## src/rtl/irq_regif_pkg.sv

```systemverilog
package irq_regif_pkg;

   typedef enum logic [1:0] {
      IS_READY = 2'd0,
      IS_BASE  = 2'd1,
      IS_CASC  = 2'd2,
      IS_MODE  = 2'd3
   } init_st_t;

   typedef enum logic [2:0] {
      OP_ROT_CLR = 3'd0,
      OP_NS_EOI  = 3'd1,
      OP_NOP     = 3'd2,
      OP_SP_EOI  = 3'd3,
      OP_ROT_SET = 3'd4,
      OP_NS_ROT  = 3'd5,
      OP_SET_PRI = 3'd6,
      OP_SP_ROT  = 3'd7
   } op_t;

   localparam int B_START  = 4;
   localparam int B_CMD3   = 3;
   localparam int B_POLL   = 2;
   localparam int B_RSEL_EN = 1;
   localparam int B_RSEL   = 0;
   localparam int B_SMM_EN = 6;
   localparam int B_SMM    = 5;
   localparam int B_WANT3  = 0;
   localparam int B_NEST   = 4;
   localparam int B_AEOI   = 1;
   localparam int SPURIOUS = 7;

endpackage

```

## src/rtl/irq_rot_find.sv

```systemverilog
module irq_rot_find #(
   parameter int LINES = 8,
   parameter int LW    = $clog2(LINES)
) (
   input  logic [LINES-1:0] vec,
   input  logic [LW-1:0]    base,
   output logic             hit,
   output logic [LW-1:0]    line
);

   logic [2*LINES-1:0] dbl;
   logic [LINES-1:0]   rot;
   logic [LW-1:0]      idx;
   logic [LINES:0]     seen;
   logic [LINES-1:0]   first;

   assign dbl = {vec, vec} >> base;
   assign rot = dbl[LINES-1:0];

   assign seen[0] = 1'b0;
   for (genvar k = 0; k < LINES; k++) begin : g_chain
      assign first[k]  = rot[k] & ~seen[k];
      assign seen[k+1] = seen[k] | rot[k];
   end

   always_comb begin
      idx = '0;
      for (int k = 0; k < LINES; k++) begin
         if (first[k]) idx = LW'(k);
      end
   end

   assign hit  = seen[LINES];
   assign line = idx + base;


   always_comb begin
      found_set_chk: assert (!hit || vec[line]);
   end

endmodule

```

## src/rtl/irq_init_seq.sv

```systemverilog
module irq_init_seq
   import irq_regif_pkg::*;
(
   input  logic     clk,
   input  logic     rst_n,
   input  logic     start,
   input  logic     want_mode,
   input  logic     port_wr,
   output init_st_t state_o,
   output logic     base_ld,
   output logic     mode_ld,
   output logic     mask_ld
);

   init_st_t st_q;
   logic     need3_q;

   always_ff @(posedge clk or negedge rst_n) begin
      if (!rst_n) begin
         st_q    <= IS_READY;
         need3_q <= 1'b0;
      end else if (start) begin
         st_q    <= IS_BASE;
         need3_q <= want_mode;
      end else if (port_wr) begin
         unique case (st_q)
            IS_BASE: st_q <= IS_CASC;
            IS_CASC: st_q <= need3_q ? IS_MODE : IS_READY;
            IS_MODE: st_q <= IS_READY;
            default: st_q <= IS_READY;
         endcase
      end
   end

   assign state_o = st_q;
   assign base_ld = port_wr && !start && st_q == IS_BASE;
   assign mode_ld = port_wr && !start && st_q == IS_MODE;
   assign mask_ld = port_wr && !start && st_q == IS_READY;


   base_then_casc_chk: assert property (@(posedge clk) disable iff (!rst_n)
      base_ld |=> st_q == IS_CASC);


   casc_short_chk: assert property (@(posedge clk) disable iff (!rst_n)
      (port_wr && st_q == IS_CASC && !need3_q) |=> st_q == IS_READY);

endmodule

```

## src/rtl/irq_readback.sv

```systemverilog
module irq_readback
   import irq_regif_pkg::*;
#(
   parameter int DW    = 8,
   parameter int LINES = 8,
   parameter int LW    = $clog2(LINES)
) (
   input  logic             addr,
   input  logic             poll,
   input  logic             rdsel,
   input  logic [LINES-1:0] req,
   input  logic [LINES-1:0] svc,
   input  logic [LINES-1:0] mask,
   input  logic             win_valid,
   input  logic [LW-1:0]    win_line,
   output logic [DW-1:0]    data
);

   always_comb begin
      if (poll) begin
         data = win_valid ? DW'(win_line) : DW'(SPURIOUS);
      end else if (addr) begin
         data = DW'(mask);
      end else if (rdsel) begin
         data = DW'(svc);
      end else begin
         data = DW'(req);
      end
   end

endmodule

```

## src/rtl/irq_regif.sv

```systemverilog
module irq_regif
   import irq_regif_pkg::*;
#(
   parameter int DW    = 8,
   parameter int LINES = 8
) (
   input  logic                       clk,
   input  logic                       rst_n,
   input  logic                       bus_addr,
   input  logic                       bus_wr,
   input  logic                       bus_rd,
   input  logic [DW-1:0]              bus_wdata,
   output logic [DW-1:0]              bus_rdata,
   input  logic [LINES-1:0]           req_lines,
   input  logic [LINES-1:0]           svc_lines,
   input  logic [LINES-1:0]           trig_level,
   input  logic                       win_valid,
   input  logic [$clog2(LINES)-1:0]   win_line,
   output logic [LINES-1:0]           mask_o,
   output logic [$clog2(LINES)-1:0]   prio_base_o,
   output logic                       spec_mask_o,
   output logic                       spec_nest_o,
   output logic                       auto_eoi_o,
   output logic                       rot_aeoi_o,
   output logic [DW-$clog2(LINES)-1:0] vec_base_o,
   output logic                       init_busy_o,
   output logic [LINES-1:0]           isr_clr_o,
   output logic [LINES-1:0]           irr_clr_o,
   output logic                       hist_clr_o
);

   localparam int LW = $clog2(LINES);
   localparam int VW = DW - LW;

   if (LINES < 2 || LINES > 8 || (LINES & (LINES - 1)) != 0) begin : g_bad_lines
      $error("LINES must be a power of two from 2 to 8");
   end
   if (DW != 8) begin : g_bad_dw
      $error("command decode needs an 8-bit data port");
   end

   // write decode
   logic     wr0, wr1, is_start, is_rp, is_op;
   op_t      op;
   logic [LW-1:0] wline;

   assign wr0      = bus_wr & ~bus_addr;
   assign wr1      = bus_wr &  bus_addr;
   assign is_start = wr0 &  bus_wdata[B_START];
   assign is_rp    = wr0 & ~bus_wdata[B_START] &  bus_wdata[B_CMD3];
   assign is_op    = wr0 & ~bus_wdata[B_START] & ~bus_wdata[B_CMD3];
   assign op       = op_t'(bus_wdata[7:5]);
   assign wline    = bus_wdata[LW-1:0];

   // state
   logic [LINES-1:0] mask_q;
   logic [LW-1:0]    base_q;
   logic             smm_q, nest_q, aeoi_q, rot_q, rdsel_q, poll_q;
   logic [VW-1:0]    vbase_q;
   logic [DW-1:0]    rdata_q;

   init_st_t ist;
   logic     base_ld, mode_ld, mask_ld;

   irq_init_seq u_seq (
      .clk       (clk),
      .rst_n     (rst_n),
      .start     (is_start),
      .want_mode (bus_wdata[B_WANT3]),
      .port_wr   (wr1),
      .state_o   (ist),
      .base_ld   (base_ld),
      .mode_ld   (mode_ld),
      .mask_ld   (mask_ld)
   );

   logic          ns_hit;
   logic [LW-1:0] ns_line;

   irq_rot_find #(.LINES(LINES), .LW(LW)) u_find (
      .vec  (svc_lines),
      .base (base_q),
      .hit  (ns_hit),
      .line (ns_line)
   );

   logic [DW-1:0] rb_data;

   irq_readback #(.DW(DW), .LINES(LINES), .LW(LW)) u_rb (
      .addr      (bus_addr),
      .poll      (poll_q),
      .rdsel     (rdsel_q),
      .req       (req_lines),
      .svc       (svc_lines),
      .mask      (mask_q),
      .win_valid (win_valid),
      .win_line  (win_line),
      .data      (rb_data)
   );

   logic poll_take;
   assign poll_take = bus_rd & poll_q & win_valid;

   // strobes
   always_comb begin
      isr_clr_o  = '0;
      irr_clr_o  = '0;
      hist_clr_o = 1'b0;
      if (is_start) begin
         hist_clr_o = 1'b1;
         irr_clr_o  = ~trig_level;
      end
      if (is_op) begin
         unique case (op)
            OP_NS_EOI, OP_NS_ROT: if (ns_hit) isr_clr_o = LINES'(1) << ns_line;
            OP_SP_EOI, OP_SP_ROT: isr_clr_o = LINES'(1) << wline;
            default: ;
         endcase
      end
      if (poll_take) begin
         isr_clr_o = isr_clr_o | (LINES'(1) << win_line);
         irr_clr_o = irr_clr_o | (LINES'(1) << win_line);
      end
   end

   always_ff @(posedge clk or negedge rst_n) begin
      if (!rst_n) begin
         mask_q  <= '0;
         base_q  <= '0;
         smm_q   <= 1'b0;
         nest_q  <= 1'b0;
         aeoi_q  <= 1'b0;
         rot_q   <= 1'b0;
         rdsel_q <= 1'b0;
         poll_q  <= 1'b0;
         vbase_q <= '0;
         rdata_q <= '0;
      end else begin
         if (is_start) begin
            mask_q  <= '0;
            base_q  <= '0;
            smm_q   <= 1'b0;
            rdsel_q <= 1'b0;
            if (!bus_wdata[B_WANT3]) begin
               nest_q <= 1'b0;
               aeoi_q <= 1'b0;
            end
         end
         if (base_ld) vbase_q <= bus_wdata[DW-1:LW];
         if (mode_ld) begin
            nest_q <= bus_wdata[B_NEST];
            aeoi_q <= bus_wdata[B_AEOI];
         end
         if (mask_ld) mask_q <= bus_wdata[LINES-1:0];
         if (is_rp) begin
            if (bus_wdata[B_POLL])    poll_q  <= 1'b1;
            if (bus_wdata[B_RSEL_EN]) rdsel_q <= bus_wdata[B_RSEL];
            if (bus_wdata[B_SMM_EN])  smm_q   <= bus_wdata[B_SMM];
         end
         if (is_op) begin
            unique case (op)
               OP_ROT_CLR: rot_q <= 1'b0;
               OP_ROT_SET: rot_q <= 1'b1;
               OP_NS_ROT:  if (ns_hit) base_q <= ns_line + 1'b1;
               OP_SET_PRI, OP_SP_ROT: base_q <= wline + 1'b1;
               default: ;
            endcase
         end
         if (bus_rd) begin
            rdata_q <= rb_data;
            poll_q  <= 1'b0;
         end
      end
   end

   assign bus_rdata   = rdata_q;
   assign mask_o      = mask_q;
   assign prio_base_o = base_q;
   assign spec_mask_o = smm_q;
   assign spec_nest_o = nest_q;
   assign auto_eoi_o  = aeoi_q;
   assign rot_aeoi_o  = rot_q;
   assign vec_base_o  = vbase_q;
   assign init_busy_o = (ist != IS_READY);

   // bus rule assumed by the checks below
   bus_excl_chk: assert property (@(posedge clk) disable iff (!rst_n)
      !(bus_wr && bus_rd));


   start_clear_chk: assert property (@(posedge clk) disable iff (!rst_n)
      is_start |=> (mask_o == '0 && prio_base_o == '0 && !spec_mask_o && init_busy_o));


   mask_load_chk: assert property (@(posedge clk) disable iff (!rst_n)
      (wr1 && !init_busy_o) |=> mask_o == $past(bus_wdata[LINES-1:0]));


   ns_clear_inside_chk: assert property (@(posedge clk) disable iff (!rst_n)
      (is_op && op == OP_NS_EOI) |->
         ((isr_clr_o & ~svc_lines) == '0 && $countones(isr_clr_o) == int'(|svc_lines)));


   ns_rot_chk: assert property (@(posedge clk) disable iff (!rst_n)
      (is_op && op == OP_NS_ROT && ns_hit) |=> prio_base_o == LW'($past(ns_line) + 1'b1));


   rd_hold_chk: assert property (@(posedge clk) disable iff (!rst_n)
      !bus_rd |=> $stable(bus_rdata));


   poll_once_chk: assert property (@(posedge clk) disable iff (!rst_n)
      (bus_rd && poll_q) |=> !poll_q);

endmodule

```

## config.mk

```make
export PLATFORM = sky130hd
export DESIGN_NAME = irq_regif
export DESIGN_NICKNAME = d
export VERILOG_FILES = /design/src/rtl/irq_regif_pkg.sv /design/src/rtl/irq_rot_find.sv /design/src/rtl/irq_init_seq.sv /design/src/rtl/irq_readback.sv /design/src/rtl/irq_regif.sv
export SDC_FILE = /design/constraint.sdc
export NUM_CORES = 1
export LEC_CHECK = 0
export BUFFER_PORTS_ARGS = -buffer_cell sky130_fd_sc_hd__buf_2
export CAP_MARGIN = 40
export CORE_MARGIN = 2
export CORE_UTILIZATION = 55
export DETAILED_ROUTE_END_ITERATION = 6
export PLACE_DENSITY = 0.86
export REMOVE_ABC_BUFFERS = 1
export SYNTH_ARGS = -nofsm -noshare
export SYNTH_HDL_FRONTEND = slang
export SYNTH_HIERARCHICAL = 1
export SYNTH_SLANG_ARGS = --single-unit
export TNS_END_PERCENT = 5
```

## constraint.sdc

```tcl
create_clock -name clk -period 5.6 [get_ports clk]
set_input_delay 0.56 -clock clk [delete_from_list [all_inputs] [get_ports clk]]
set_output_delay 0.56 -clock clk [all_outputs]
set_load 0.05 [all_outputs]
```

* Yosys cells after proc, flatten, opt, wreduce, memory -nomap -nowiden
Cells that the tools add are included. Widths: inputs -> output; s select.
Storage, ports and cells: bits in registers 33, input bits 41, output and inout bits 46, word-level logic and storage cells 126
Operators by class: add/sub/neg operators 3, equal/unequal tests 10, shift operators 4, multiplexer cells 42, bitwise logic cells 35, reduce and logical (&&, ||, !) cells 20
Operator list (count):
- $mux 8 | 10
- $mux 3 | 10
- $shl 1x3->8 const A | 3
- $or 8x8->8 | 2
- $pmux 8 s2 | 1
- $shr 16x3->8 | 1
- $and 1x1->1 | 15
- $mux 1 | 15
- $reduce_bool 2->1 | 7
- $eq 3x3->1 const B | 4
- $not 1->1 | 10
- $not 8->8 | 1
- $or 1x1->1 | 7
- $add 3x1->3 const B | 2
- $mux 2 | 3
- $pmux 3 s2 | 1
- $reduce_and 2->1 | 3
- $reduce_or 2->1 | 3
- $eq 2x2->1 const B | 2
- $logic_and 1x1->1 | 4
- $pmux 2 s2 | 1
- $add 3x3->3 | 1
- $eq 3x1->1 const B | 1
- $eq 3x2->1 const B | 1
- 6 further kinds | 6

* Longest topological paths before layout
depth after elaboration 17, gate-level depth with buffers 16, gate-level depth less buffers 14

* By module
Netlist, hierarchy kept.
Modules (own cells, without submodules):
- irq_regif | times used 1, cells an instance 186, area each 1793.0 µm², sequential area each 750.7 µm²
- irq_rot_find | times used 1, cells an instance 72, area each 623.1 µm², sequential area each 0.0 µm²
- irq_readback | times used 1, cells an instance 31, area each 255.2 µm², sequential area each 0.0 µm²
- irq_init_seq | times used 1, cells an instance 21, area each 211.5 µm², sequential area each 75.1 µm²

* Worst setup path before layout
OpenSTA, ideal clock, no wires.
path type reg-to-output, start register base_q[1] (netlist: prio_base_o[1]), end output isr_clr_o[4], data arrival time 4.408 ns, data required time 5.040 ns, slack 0.632 ns, cell stages (with the launch flop) 13, path buffers 1, cells stage by stage dfrtp_1 buf_6 mux4_2 a21oi_1 o2bb2ai_1 a221o_1 ha_1 fa_1 xor2_1 xnor2_1 and4b_1 a21oi_1 o21ai_0
Between the ends: cells in the longest elaborated chain, start to end 17, elaborated cells on any way between the ends 36, classes of those cells add/sub: 1; shift: 2; mux: 11; bitwise: 22
RTL lines:
- start: declaration | line irq_regif.sv:57 | logic [LW-1:0] base_q;
- start signal: assignment | line irq_regif.sv:164 | OP_NS_ROT: if (ns_hit) base_q <= ns_line + 1'b1;
- start signal: assignment | line irq_regif.sv:165 | OP_SET_PRI, OP_SP_ROT: base_q <= wline + 1'b1;
- $shr 16x3->8 | line irq_rot_find.sv:17 | assign dbl = {vec, vec} >> base;
- $not 1->1 / $or 1x1->1 (equally long branches) | line irq_rot_find.sv:22, irq_rot_find.sv:23
- $and 1x1->1, or another cell as far along | line irq_rot_find.sv:22 | assign first[k] = rot[k] & ~seen[k];
- $mux 1, or another cell as far along | line irq_rot_find.sv:29 | if (first[k]) idx = LW'(k);
- $mux 3, or another cell as far along (4 in series) | line irq_rot_find.sv:29
- $mux 3 / $and 1x1->1 (equally long branches) | line irq_rot_find.sv:29, irq_rot_find.sv:22
- $mux 3 | line irq_rot_find.sv:29
- $add 3x3->3 * | line irq_rot_find.sv:34 | assign line = idx + base;
- named net ns_line[2] | line irq_regif.sv:78 | logic [LW-1:0] ns_line;
- $shl 1x3->8 * | line irq_regif.sv:115 | OP_NS_EOI, OP_NS_ROT: if (ns_hit) isr_clr_o = LINES'(1) << ns_line;
- $mux 8 * | line irq_regif.sv:115
- $pmux 8 s2 * | line irq_regif.sv:114 | unique case (op)
- $mux 8 * | line irq_regif.sv:113 | if (is_op) begin
- $or 8x8->8 | line irq_regif.sv:121 | isr_clr_o = isr_clr_o | (LINES'(1) << win_line);
- $mux 8 * | line irq_regif.sv:120 | if (poll_take) begin
- end: declaration | line irq_regif.sv:27 | output logic [LINES-1:0] isr_clr_o,
Mark *: on every way through the listed nets, which the timed path passes. The rest lies on a longest branch.

* Worst setup path after layout
Same ends and word-level chain as after synthesis.

==> run_results.csv <==
group,metric,value,unit
global_route,groute.usage.overall,0.2637,
sta,final_period_minus_worst_setup_slack,4.953,ns
sta,final.setup.tns,0,ns
floorplanning,floorplan.die.width,76.40,um
sta,worst_clock_skew,0.003488,ns
sta,max-slew-margin-rel,0.3928,
synthesis,postSynth.asyncResetShare,1.000,
cells_and_area,drive_above_1_share,0.3136,
routing,detailroute.wirelength.met3,576,um
setup_path,worst_ep_required_time,5.04,ns
clock_tree,cts-root-to-sink-buffers,2,
sta,rsz0062_at_grt,"false",
setup_path,critical_path.cell_chain,"mux2_2 > mux2i_1 > a32o_1 > and2_1 > a221o_1 > ha_1 > fa_1 > xor2_1 > xnor2_1 > and4b_1 > a21oi_1 > o21ai_0 > buf_2",
setup_path,timing.critical_path.slowest_stage_cell,"sky130_fd_sc_hd__dfrtp_1",
routing,highest_layer,"met4",
clock_tree,post-cts-setup-buffers,0,
global_route,grt_antenna_before_repair,0,
power_and_ir_drop,share_seq_of_total_power,0.340,
power_and_ir_drop,switch_pwr,481.7,uW
setup_path,critical_path_class,"flip-flop to output port",
power_and_ir_drop,vdd.ir_drop.worst,0.2739,mV
global_route,grt_start_max_net_pins,34,
synthesis,synth.lib_cells_used.distinct,59,
routing,detail_route.wirelength,7.732,mm
synthesis,synth_area_leader_cell,"sky130_fd_sc_hd__dfrtp_1",
global_route,grt-ovfl-total,0,
setup_path,r2r-end,"prio_base_o[2]",
sta,final_number_of_setup_violating_endpoints,0,
floorplanning,row_count,26,
synthesis,number_of_synthesized_flops_with_an_enable_pin,0,
power_and_ir_drop,leakagePower,1.620,nW
setup_path,rr_startpoint,"prio_base_o[1]",
power_and_ir_drop,p_comb_frac,0.494,
run,drv_cap,0,
clock_tree,path_clk_slew,0.07,ns
setup_path,worst-endpoint-arrival,4.39,ns
routing,detailed_router_iteration_count_before_antenna_repair,6,
floorplanning,die_height,76.40,um
routing,final_antenna_net_count,0,
placement,post_dp_hpwl,5.614,mm
floorplanning,initial_utilization,0.5680,
routing,drtIter0Drc,190,
clock_tree,tritoncts_clock_tree,"done",
cells_and_area,n_antenna_cell,0,
clock_tree,clockRootBuffer,"sky130_fd_sc_hd__clkbuf_8",
power_and_ir_drop,sw_frac_of_total,0.4764,
setup_path,critPathCaptureType,"output port",
synthesis,most_frequent_cell_after_synthesis,"sky130_fd_sc_hd__dfrtp_1",
synthesis,synth_top_cells_by_count,"sky130_fd_sc_hd__dfrtp_1 (33), sky130_fd_sc_hd__o21ai_0 (30), sky130_fd_sc_hd__nand2_1 (27), sky130_fd_sc_hd__mux2_2 (19)",
synthesis,syn_area_per_cell,9.299,sq um
placement,io_buffer_count,86,
clock_tree,clock_sinks,33,
routing,detail_route.wl_per_cell,16.85,um
synthesis,yosysSeqAreaShare,0.2865,
clock_tree,htree_levels,2,
clock_tree,insertion_delay_to_the_later_sink_of_the_worst_skew_pair,0.29,ns
synthesis,synth_top_cell_area_share,0.2865,
placement,gp_routability_congestion,0.8371,
sta,hold_viol_final,0,
sta,timing.final.max_slew_violations,0,
clock_tree,numCtsBuffers,5,
routing,route.detailed.drc,0,
routing,route.vias.total,2787,
cells_and_area,final_nets,449,
setup_path,cpPeakStageDelay,0.94,ns
sta,tightestPinTransition,0.9108,ns
setup_path,reg2reg_setup_slack,1.24,ns
power_and_ir_drop,power-per-cell-area,297.6,mW/mm^2
synthesis,synth_warnings,6,
worst_hold_path,hold_path.class,"input port to asynchronous set/reset pin",
sta,fmaxAchievable,201.9,MHz
cells_and_area,layout.cells.non_filler,459,
synthesis,synth-seq-cells,33,
setup_path,worst_r2r_path_depth,14,
power_and_ir_drop,p_clk_frac,0.166,
setup_path,start_point_of_the_critical_path,"prio_base_o[1]",
clock_tree,postCtsResizedCells,0,
cells_and_area,layout_filler_cell_count,417,
floorplanning,floorplan.die_area,0.005836,sq mm
floorplanning,io_pins,87,
routing,routed-wl-met2,3.743,mm
synthesis,synthTopCellsByArea,"sky130_fd_sc_hd__dfrtp_1 (29%), sky130_fd_sc_hd__mux2_2 (7.4%), sky130_fd_sc_hd__ha_1 (7.4%)",
synthesis,post_synth_inst_count,310,
setup_path,endpoint,"isr_clr_o[4]",
routing,met1_length,3.366,mm
synthesis,synth.cell_area,0.002883,sq mm
synthesis,synth_top_flop_cell,"sky130_fd_sc_hd__dfrtp_1",
placement,placed_instances,453,
sta,period_share,0.8844,
routing,avgViaCountPerCell,6.072,
setup_path,crit_path_max_fanout,26,
clock_tree,hold_buffers,0,
floorplanning,core,0.005075,sq mm
setup_path,cp-start-kind,"flip-flop",
global_route,global_route_wire_length_before_repair,12.57,mm
cells_and_area,layout-area-overhead-vs-synth,17.88,%
run_status,outcome,"finished, final reports clean",
global_route,grt_pass1_vias,2601,
power_and_ir_drop,p_int,529.6,uW
-- cell type report --
| cell class | instances | area [sq um] | share of cell area |
|---|---|---|---|
| clock inverters | 1 | 5.005 | 0.001473 |
| multi-input cells | 245 | 1894 | 0.5574 |
| inverters | 17 | 63.81 | 0.01878 |
| repair buffers | 88 | 452.9 | 0.1333 |
| well taps | 70 | 87.58 | 0.02577 |
| clock buffers | 5 | 68.82 | 0.02025 |
| flip-flops and latches | 33 | 825.8 | 0.2430 |
-- layout by cell type (no fill, tap or decap), types with 3 or more instances in the layout --
cell	n
sky130_fd_sc_hd__buf_2	86
sky130_fd_sc_hd__dfrtp_1	33
sky130_fd_sc_hd__o21ai_0	30
sky130_fd_sc_hd__nand2_1	27
sky130_fd_sc_hd__mux2_2	19
sky130_fd_sc_hd__inv_1	17
sky130_fd_sc_hd__ha_1	17
sky130_fd_sc_hd__mux2i_1	16
sky130_fd_sc_hd__nor2b_1	14
sky130_fd_sc_hd__nand3_1	13
sky130_fd_sc_hd__a211oi_1	10
sky130_fd_sc_hd__a21oi_1	7
sky130_fd_sc_hd__and2_1	7
sky130_fd_sc_hd__nand4_1	6
sky130_fd_sc_hd__nor2_1	6
sky130_fd_sc_hd__and3b_1	5
sky130_fd_sc_hd__clkbuf_8	5
sky130_fd_sc_hd__nor3b_1	5
sky130_fd_sc_hd__a22oi_1	4
sky130_fd_sc_hd__a32o_1	4
sky130_fd_sc_hd__o211ai_1	4
sky130_fd_sc_hd__a31oi_1	4
sky130_fd_sc_hd__and4_1	3
sky130_fd_sc_hd__nand3b_1	3
sky130_fd_sc_hd__mux4_1	3
-- per-stage QoR --
step | instance area (sq um) | setup slack (ns) | utilization | total power [mW] | hold slack [ns]
5_1_grt | 3398 | 0.3629 | 0.6696 | 1.065 | 0.3779
3_3_place_gp | 3302 | 1.146 | 0.6506 | 0.8276 | 0.4775
3_5_place_dp | 3324 | 1.001 | 0.6551 | 0.8439 | 0.4731
6_report | 3398 | 0.6471 | 0.6696 | 1.011 | 0.3346
2_1_floorplan | 2784 | 0.3703 | - | 0.7016 | 0.2644
4_1_cts | 3398 | 0.6900 | 0.6696 | 1.012 | 0.3615
-- layer usage --
metal,up-vias,GRT usage
met5,-,0
met4,0,0.05455
met3,7,0.04384
met2,139,0.4407
met1,1332,0.3629
li1,1309,-
-- cells by family after synthesis --
group | Yosys count | share of synthesized area
xor gates and xnor gates | 3 | 0.009116
muxes | 40 | 0.1688
DFF | 33 | 0.2865
buffers and inverters | 32 | 0.05642
and+or+nand+nor | 108 | 0.2270
AOI/OAI and AO/OA | 76 | 0.1714
adders and majority gates | 18 | 0.08073
-- registers in the layout (all words and copies together) (netlist names) --
name / cells
spec_mask_o: 1
spec_nest_o: 1
mask_o: 8
rdsel_q: 1
rot_aeoi_o: 1
u_seq/state_o: 2
vec_base_o: 5
poll_q: 1
bus_rdata: 8
auto_eoi_o: 1
u_seq/need3_q: 1
prio_base_o: 3
-- power by group through the flow --
stage / clock network, mW / registers [mW] / logic [mW]
CTS: 0.168 / 0.345 / 0.499
finish: 0.168 / 0.344 / 0.500
floorplan: 0 / 0.524 / 0.178
detailed placement: 0 / 0.348 / 0.496
global route: 0.180 / 0.353 / 0.533
global placement: 0 / 0.344 / 0.483
-- critical path: cells and delay by family (launching register included) --
family	cells	cell delay [ns]
compound gates	4	0.88
mux	2	0.39
simple gates	2	0.50
fa+ha+maj	2	0.60
flops	1	0.94
xor+xnor	2	0.51
buf+inv	1	0.29
-- worst min-delay path by stage --
stage | to | slack, ns | from | cells after the start
final | u_seq/need3_q | 0.33 | rst_n | 1
after global routing | u_seq/need3_q | 0.38 | rst_n | 1
after CTS | mask_o[2] | 0.36 | rst_n | 1
after detailed placement | rot_aeoi_o | 0.47 | rot_aeoi_o | 1
after global placement | rot_aeoi_o | 0.48 | rot_aeoi_o | 1
after floorplan | auto_eoi_o | 0.26 | rst_n | 0
(Power assumes the default switching activity.)
